### src/rtl/cfg_pkg.sv
package cfg_pkg;
    localparam int MULT_W = 7;
    localparam int DIV_W  = 2;
    localparam int TSEL_W = 3;
    localparam int WORD_W = TSEL_W + DIV_W + MULT_W;

    // First-shifted field sits at the top of the word.
    typedef struct packed {
        logic [TSEL_W-1:0] tsel;
        logic [DIV_W-1:0]  div;
        logic [MULT_W-1:0] mult;
    } cfg_word_t;

    typedef enum logic [1:0] {
        ST_HOLD  = 2'd0,
        ST_PLOAD = 2'd1,
        ST_ARMED = 2'd2,
        ST_SLOAD = 2'd3
    } cfg_state_e;
endpackage

### src/rtl/cfg_sync.sv
module cfg_sync #(
    parameter int WIDTH  = 1,
    parameter int STAGES = 2
) (
    input  logic             clk,
    input  logic             rst_n,
    input  logic [WIDTH-1:0] din,
    output logic [WIDTH-1:0] dout
);
    logic [WIDTH-1:0] chain_q [STAGES];

    always_ff @(posedge clk or negedge rst_n) begin
        if (!rst_n) begin
            for (int i = 0; i < STAGES; i++) chain_q[i] <= '0;
        end else begin
            chain_q[0] <= din;
            for (int i = 1; i < STAGES; i++) chain_q[i] <= chain_q[i-1];
        end
    end

    assign dout = chain_q[STAGES-1];
endmodule

### src/rtl/cfg_edge.sv
module cfg_edge #(
    parameter int WIDTH = 1
) (
    input  logic             clk,
    input  logic             rst_n,
    input  logic [WIDTH-1:0] level,
    output logic [WIDTH-1:0] rise,
    output logic [WIDTH-1:0] fall
);
    for (genvar g = 0; g < WIDTH; g++) begin : g_edge
        logic prev_q;
        always_ff @(posedge clk or negedge rst_n) begin
            if (!rst_n) prev_q <= 1'b0;
            else        prev_q <= level[g];
        end
        assign rise[g] = level[g] & ~prev_q;
        assign fall[g] = ~level[g] & prev_q;
    end
endmodule

### src/rtl/cfg_shift.sv
module cfg_shift #(
    parameter int WIDTH = 12
) (
    input  logic             clk,
    input  logic             rst_n,
    input  logic             shift_en,
    input  logic             bit_in,
    output logic [WIDTH-1:0] word
);
    always_ff @(posedge clk or negedge rst_n) begin
        if (!rst_n)        word <= '0;
        else if (shift_en) word <= {word[WIDTH-2:0], bit_in};
    end
endmodule

### src/rtl/cfg_fsm.sv
module cfg_fsm
    import cfg_pkg::*;
(
    input  logic              clk,
    input  logic              rst_n,
    input  logic              par_level,
    input  logic              par_rise,
    input  logic              ser_fall,
    input  logic [MULT_W-1:0] par_mult,
    input  logic [DIV_W-1:0]  par_div,
    input  cfg_word_t         ser_word,
    output cfg_state_e        state,
    output logic [MULT_W-1:0] mult_q,
    output logic [DIV_W-1:0]  div_q,
    output logic [TSEL_W-1:0] tsel_q,
    output logic              valid_q
);
    cfg_state_e        nxt;
    logic [MULT_W-1:0] stage_mult;
    logic [DIV_W-1:0]  stage_div;
    cfg_word_t         stage_ser;

    // Next-state decision: parallel rise wins whenever it is seen.
    always_comb begin
        nxt = state;
        unique case (state)
            ST_HOLD: begin
                if (par_rise) nxt = ST_PLOAD;      // hold_to_pload
            end
            ST_PLOAD, ST_SLOAD: begin
                if (!par_level)    nxt = ST_HOLD;  // *_to_hold
                else if (ser_fall) nxt = ST_SLOAD; // *_to_sload
                else               nxt = ST_ARMED; // *_to_armed
            end
            ST_ARMED: begin
                if (!par_level)    nxt = ST_HOLD;  // armed_to_hold
                else if (ser_fall) nxt = ST_SLOAD; // armed_to_sload
            end
            default: nxt = ST_HOLD;
        endcase
    end

    // State register.
    always_ff @(posedge clk or negedge rst_n) begin
        if (!rst_n) state <= ST_HOLD;
        else        state <= nxt;
    end

    // Snapshot of the source values at the moment the event is accepted.
    always_ff @(posedge clk or negedge rst_n) begin
        if (!rst_n) begin
            stage_mult <= '0;
            stage_div  <= '0;
            stage_ser  <= '0;
        end else begin
            if (nxt == ST_PLOAD) begin
                stage_mult <= par_mult;
                stage_div  <= par_div;
            end
            if (nxt == ST_SLOAD) stage_ser <= ser_word;
        end
    end

    // Output latches, written only in the commit states.
    always_ff @(posedge clk or negedge rst_n) begin
        if (!rst_n) begin
            mult_q  <= '0;
            div_q   <= '0;
            tsel_q  <= '0;
            valid_q <= 1'b0;
        end else begin
            unique case (state)
                ST_PLOAD: begin
                    mult_q  <= stage_mult;
                    div_q   <= stage_div;
                    valid_q <= 1'b1;
                end
                ST_SLOAD: begin
                    mult_q  <= stage_ser.mult;
                    div_q   <= stage_ser.div;
                    tsel_q  <= stage_ser.tsel;
                    valid_q <= 1'b1;
                end
                ST_HOLD, ST_ARMED: ;
                default: ;
            endcase
        end
    end
endmodule

### src/rtl/synth_cfg_loader.sv
module synth_cfg_loader
    import cfg_pkg::*;
#(
    parameter int SYNC_STAGES = 2
) (
    input  logic              clk,
    input  logic              rst_n,
    input  logic              ser_clk,
    input  logic              ser_data,
    input  logic              ser_strobe,
    input  logic              par_strobe,
    input  logic [MULT_W-1:0] par_mult,
    input  logic [DIV_W-1:0]  par_div,
    output logic [MULT_W-1:0] mult_q,
    output logic [DIV_W-1:0]  div_q,
    output logic [TSEL_W-1:0] tsel_q,
    output logic              cfg_valid
);
    localparam int NUM_STROBES = 3;
    localparam int BUS_W       = NUM_STROBES + 1 + MULT_W + DIV_W;

    logic [BUS_W-1:0]       raw_bus, sync_bus;
    logic [NUM_STROBES-1:0] strobe_lvl, strobe_rise, strobe_fall;
    logic                   data_s;
    logic [MULT_W-1:0]      mult_s;
    logic [DIV_W-1:0]       div_s;
    logic                   par_rise, ser_fall, bit_tick;
    logic [WORD_W-1:0]      shift_word;
    cfg_state_e             cur_state;
    logic                   unused_edges;

    assign raw_bus = {par_strobe, ser_strobe, ser_clk, ser_data, par_mult, par_div};

    cfg_sync #(.WIDTH(BUS_W), .STAGES(SYNC_STAGES)) i_sync (
        .clk(clk), .rst_n(rst_n), .din(raw_bus), .dout(sync_bus)
    );

    assign {strobe_lvl, data_s, mult_s, div_s} = sync_bus;

    cfg_edge #(.WIDTH(NUM_STROBES)) i_edge (
        .clk(clk), .rst_n(rst_n), .level(strobe_lvl),
        .rise(strobe_rise), .fall(strobe_fall)
    );

    // strobe_lvl[2]=parallel strobe, [1]=serial strobe, [0]=bit clock
    assign par_rise     = strobe_rise[2];
    assign ser_fall     = strobe_fall[1];
    assign bit_tick     = strobe_rise[0];
    assign unused_edges = ^{strobe_rise[1], strobe_fall[2], strobe_fall[0]};

    cfg_shift #(.WIDTH(WORD_W)) i_shift (
        .clk(clk), .rst_n(rst_n), .shift_en(bit_tick),
        .bit_in(data_s), .word(shift_word)
    );

    cfg_fsm i_fsm (
        .clk(clk), .rst_n(rst_n),
        .par_level(strobe_lvl[2]), .par_rise(par_rise), .ser_fall(ser_fall),
        .par_mult(mult_s), .par_div(div_s), .ser_word(cfg_word_t'(shift_word)),
        .state(cur_state), .mult_q(mult_q), .div_q(div_q), .tsel_q(tsel_q),
        .valid_q(cfg_valid)
    );
endmodule

### config.mk
export PLATFORM = sky130hd
export DESIGN_NAME = synth_cfg_loader
export DESIGN_NICKNAME = d
export VERILOG_FILES = /design/src/rtl/cfg_pkg.sv /design/src/rtl/cfg_sync.sv /design/src/rtl/cfg_edge.sv /design/src/rtl/cfg_shift.sv /design/src/rtl/cfg_fsm.sv /design/src/rtl/synth_cfg_loader.sv
export SDC_FILE = /design/constraint.sdc
export NUM_CORES = 1
export LEC_CHECK = 0
export BUFFER_PORTS_ARGS = -buffer_cell sky130_fd_sc_hd__buf_2
export CAP_MARGIN = 20
export CORE_MARGIN = 2
export CORE_UTILIZATION = 60
export CTS_BUF_LIST = sky130_fd_sc_hd__clkbuf_8
export CTS_CLUSTER_SIZE = 16
export DETAILED_ROUTE_END_ITERATION = 7
export PLACE_DENSITY = 0.8
export RECOVER_POWER = 50
export REMOVE_ABC_BUFFERS = 1
export SYNTH_ARGS = -nofsm -noshare
export SYNTH_HDL_FRONTEND = slang
export SYNTH_HIERARCHICAL = 1
export SYNTH_SLANG_ARGS = --single-unit
### constraint.sdc
create_clock -name clk -period 1.67 [get_ports clk]
set_clock_uncertainty 0.15 [all_clocks]
set_input_delay 0.0835 -clock clk [delete_from_list [all_inputs] [get_ports clk]]
set_output_delay 0.0835 -clock clk [all_outputs]
set_load 0.02 [all_outputs]
After elaboration in Yosys (flattened, before gate mapping) --
Cells that the tools add are included.
Storage, ports and cells: register bits after elaboration 77, logic and storage cells 38
Operators by class: equality and inequality tests 5, mux-type cells 8, bitwise gates (word level) 6, reductions and logical operators 3
Operators with widths (number):
- 7-bit one-hot mux with 2 select lines | 1
- 2-bit two-way mux | 4
- 2-bit equality test, second input constant | 3
- 2-bit one-hot mux with 3 select lines | 1
- 2-bit by 1-bit equality test with 1-bit output, second input constant | 2
- 2-bit one-hot mux with 2 select lines | 1
- 1-bit AND | 3
- 1-bit inverter | 3
- 2-bit logical NOT | 1
- 2-bit nonzero test | 1
- 2-bit OR reduction | 1
- 1-bit two-way mux | 1

Logic depth before layout (Yosys ltp) --
depth after elaboration 6, mapped depth 5

Hierarchy --
The synthesis kept the hierarchy.
By module, submodules not included:
- cfg_fsm | instances 1, cells an instance 98, area an instance 1448.9 um2
- cfg_sync | instances 1, cells an instance 39, area an instance 748.2 um2
- cfg_shift | instances 1, cells an instance 25, area an instance 484.2 um2
- cfg_edge | instances 1, cells an instance 9, area an instance 112.6 um2

Worst setup path before layout --
Ideal clock, no wire load.
path type register to register, start register i_sync.chain_q (netlist bit i_sync/dout[12]), end register i_fsm.stage_div[0], setup time 125 ps, arrival time 1229 ps, required time 1395 ps, setup slack 167 ps, stages on the path, launching flop included 6, period minus slack after synthesis 1503 ps, path through dfrtp_1 > buf_4 > nor2b_1 > nor3b_1 > buf_2 > mux2_2
Between the ends: cells in the longest elaborated chain, start to end 4
Ends and longest elaborated chain:
- start, declared | line cfg_sync.sv:10 | logic [WIDTH-1:0] chain_q [STAGES];
- 1-bit AND | line cfg_edge.sv:16 | assign rise[g] = level[g] & ~prev_q;
- named net strobe_rise[2] | line synth_cfg_loader.sv:23 | logic [NUM_STROBES-1:0] strobe_lvl, strobe_rise, strobe_fall;
- 2-bit two-way mux | line cfg_fsm.sv:28 | if (par_rise) nxt = ST_PLOAD;
- 2-bit one-hot mux with 3 select lines | line cfg_fsm.sv:26 | unique case (state)
- 2-bit by 1-bit equality test with 1-bit output | line cfg_fsm.sv:56 | if (nxt == ST_PLOAD) begin
- end signal, assigned | line cfg_fsm.sv:58 | stage_div <= par_div;
- end, declared | line cfg_fsm.sv:20 | logic [DIV_W-1:0] stage_div;
The timed path passes the listed nets, and every way through them passes these cells. A chain may end at the register's enable or synchronous reset.

Final worst setup path --
start register i_sync.chain_q (netlist bit i_sync/dout[12]), end register i_fsm.stage_div[1]
Same word-level chain as after synthesis.

==> impl_metrics.py <==
metrics = {
    "clock_tree": {
        "tritoncts_clock_tree": "yes",
        "clkTransAtPathRegs_ns": 0.07,
        "numClockSinks": 77,
        "ctsHtreeMaxLevel": 3,
        "clockRootBuffer": "clkbuf_8",
        "cts.repair_timing.setup_buffer_count": 0,
        "clock_path_buffers": 2,
        "worst_skew_pair.late_latency_ns": 0.35,
        "cts_buffers": 9,
    },
    "sta": {
        "fmax_mhz": 641,
        "finalCritPeriodShare_pct": 93.3,
        "period_minus_slack_ns": 1.56,
        "final-max-slew-violation-count": 0,
        "final-hold-violation-count": 0,
        "setup_total_negative_slack_ns": 0,
        "setup_viol": 0,
        "slew_headroom_pct": 45.0,
        "worst-slew-pin-transition_ns": 0.825,
        "rsz0062_at_grt": "false",
    },
    "global_route": {
        "overall_track_demand_over_capacity_in_global_routing_pct": 19.8,
        "grt-ovfl-total": 0,
        "grt_first_pass_wirelength_um": 7250,
        "initial_antenna_violation_count": 0,
        "grt_pass1_vias": 1496,
        "pin_count_of_the_biggest_net_entering_global_routing": 34,
    },
    "final_layout": {
        "synthToLayoutAreaGrowth_pct": 17.9,
        "ff_latch_area_mm2": 0.00193,
        "layout.cell_area.non_filler_mm2": 0.00327,
        "final_antenna_diode_count": 0,
        "num-nets-final": 225,
        "instances_no_fill": 266,
        "nFillCells": 275,
        "fin_util_pct": 74.1,
        "final_layout_size_suffix_gt1_share_pct": 42.1,
        "multi_input_comb_area_um2": 713,
    },
    "run": {
        "drv_cap": 0,
    },
    "routing": {
        "ant_nets": 0,
        "dr.first_iter.drc_count": 71,
        "route.vias.total": 1361,
        "routedWlPerCell_um": 15.9,
        "wirelength_um": 4220,
        "detail_route.vias_per_cell": 5.12,
        "drc": 0,
        "total_iterations_of_the_first_detailed_routing_run": 4,
    },
    "setup_path": {
        "rr_startpoint": "i_sync/dout[12]",
        "r2r_setup_slack_ns": 0.11,
        "crit_end": "i_fsm/stage_div[1]",
        "crit_start": "i_sync/dout[12]",
        "setup.worst_path.start_class": "register",
        "critical_path.max_fanout": 8,
        "timing.setup.critical_path_class": "reg2reg",
        "crit_arrival_ns": 1.63,
        "cp-end-kind": "register",
        "rr_endpoint": "i_fsm/stage_div[1]",
        "reg2reg_depth": 4,
        "timing.critical_path.required_ns": 1.74,
    },
    "die": {
        "die_ar_mm2": 0.00519,
        "die_height_um": 72.0,
        "placeableCoreArea_mm2": 0.00441,
        "pin_count": 28,
        "effective_utilization_at_floorplan_pct": 62.9,
        "die-width_um": 72.0,
        "rows": 24,
    },
    "power": {
        "worst_ir_drop_vdd_mv": 0.900,
        "cell_internal_pwr_uw": 3560,
        "power.share.sequential_pct": 52.9,
        "comb_power_share_pct": 18.9,
        "power.clock.fraction_pct": 28.1,
        "power_leakage_uw": 0.00155,
        "p_sw_share_pct": 26.5,
        "power_switching_uw": 1280,
        "p_per_area_mw_per_mm2": 1480,
    },
    "place": {
        "buffer_ports.inserted": 27,
        "placed_cells": 237,
        "globalplace.congestion": 0.726,
        "detailed_place.area_mm2": 0.00293,
        "place_hpwl_um": 2720,
    },
    "synthesis": {
        "synthesis.area_mm2": 0.00278,
        "synthesis.instances": 168,
        "syn_avg_cell_area_um2": 16.5,
        "synth_warnings": 6,
    },
    "outcome": {
        "status": "completed",
    },
    "worst_hold_path": {
        "worst_hold_path_type": "reg2reg",
    },
}
[cell usage in the layout, fill, tap and decap left out, types with 2 or more instances in the layout]
cell           count
dfrtp_1           77
buf_2             26
mux2_4            19
mux2_2            17
dlygate4sd3_1     14
clkbuf_8          10
mux2i_1            9
nor2_1             9
a21oi_1            9
buf_4              7
clkinvlp_4         3
nor2b_1            3
buf_12             2
[how the worst min path moves through the flow]
stage / from / to / depth (start not counted)
floorplan: rst_n / i_edge/g_edge[0].prev_q / 0
global placement: rst_n / i_fsm/valid_q / 1
detailed placement: rst_n / i_fsm/mult_q[6] / 1
CTS: rst_n / i_fsm/stage_mult[1] / 2
global route: ser_data / i_sync/chain_q[22] / 2
finish: i_sync/chain_q[13] / i_sync/dout[0] / 0
[metal layers]
metal	up-vias	routed length (um)	track usage, %	part of all wire [%]
met5	-	0	0	0
met4	0	72	8.81	1.7
met3	4	179	8.33	4.2
met2	31	2160	31.3	51
met1	689	1810	24.0	43
li1	637	-	-	-
[layout make-up]
type                       instances  share of cell area (%)
clock inverter                     5                    1.87
sequential                        77                    58.9
tap                               52                    1.99
multi-input combinational         72                    21.8
timing repair buffer              50                    11.2
clock buffer                      10                    4.21
[power groups by stage]
stage	registers, uW	logic [uW]	clock network [uW]
2_1_floorplan	2640	530	0
3_3_place_gp	2560	864	0
3_5_place_dp	2600	901	0
4_1_cts	2570	931	1410
5_1_grt	2620	998	1510
6_report	2560	916	1360
[metrics by stage]
stage               hold WS, ns  total power [uW]  setup WS (ns)
detailed placement       -0.101              3500         0.0484
finish                    0.201              4840          0.111
floorplan                -0.362              3160         -0.415
CTS                      0.0607              4910         0.0208
global placement         -0.109              3430          0.122
global route              0.197              5130         0.0423
[flip-flops by register name (all words and copies together), names as in the netlist]
| register | count |
|---|---|
| i_edge/g_edge.prev_q | 3 |
| i_sync/chain_q | 13 |
| i_sync/dout | 13 |
| i_fsm/valid_q | 1 |
| i_fsm/stage_mult | 7 |
| i_fsm/tsel_q | 3 |
| i_fsm/state | 2 |
| i_shift/word | 12 |
| i_fsm/stage_div | 2 |
| i_fsm/div_q | 2 |
| i_fsm/mult_q | 7 |
| i_fsm/stage_ser | 12 |
[worst max-delay path, stage by stage, from the launching register on]
cell and delay (ns):
dfrtp_1 0.39, nor2b_1 0.14, nor3b_2 0.20, buf_4 0.20, mux2_2 0.36
[repair_timing]
action,CTS,global route
hold buffers,14,0
gates resized for setup,0,1
endpoints found under the setup margin,0,7
endpoints found under the hold margin,90,0
(Power assumes the default switching activity.)
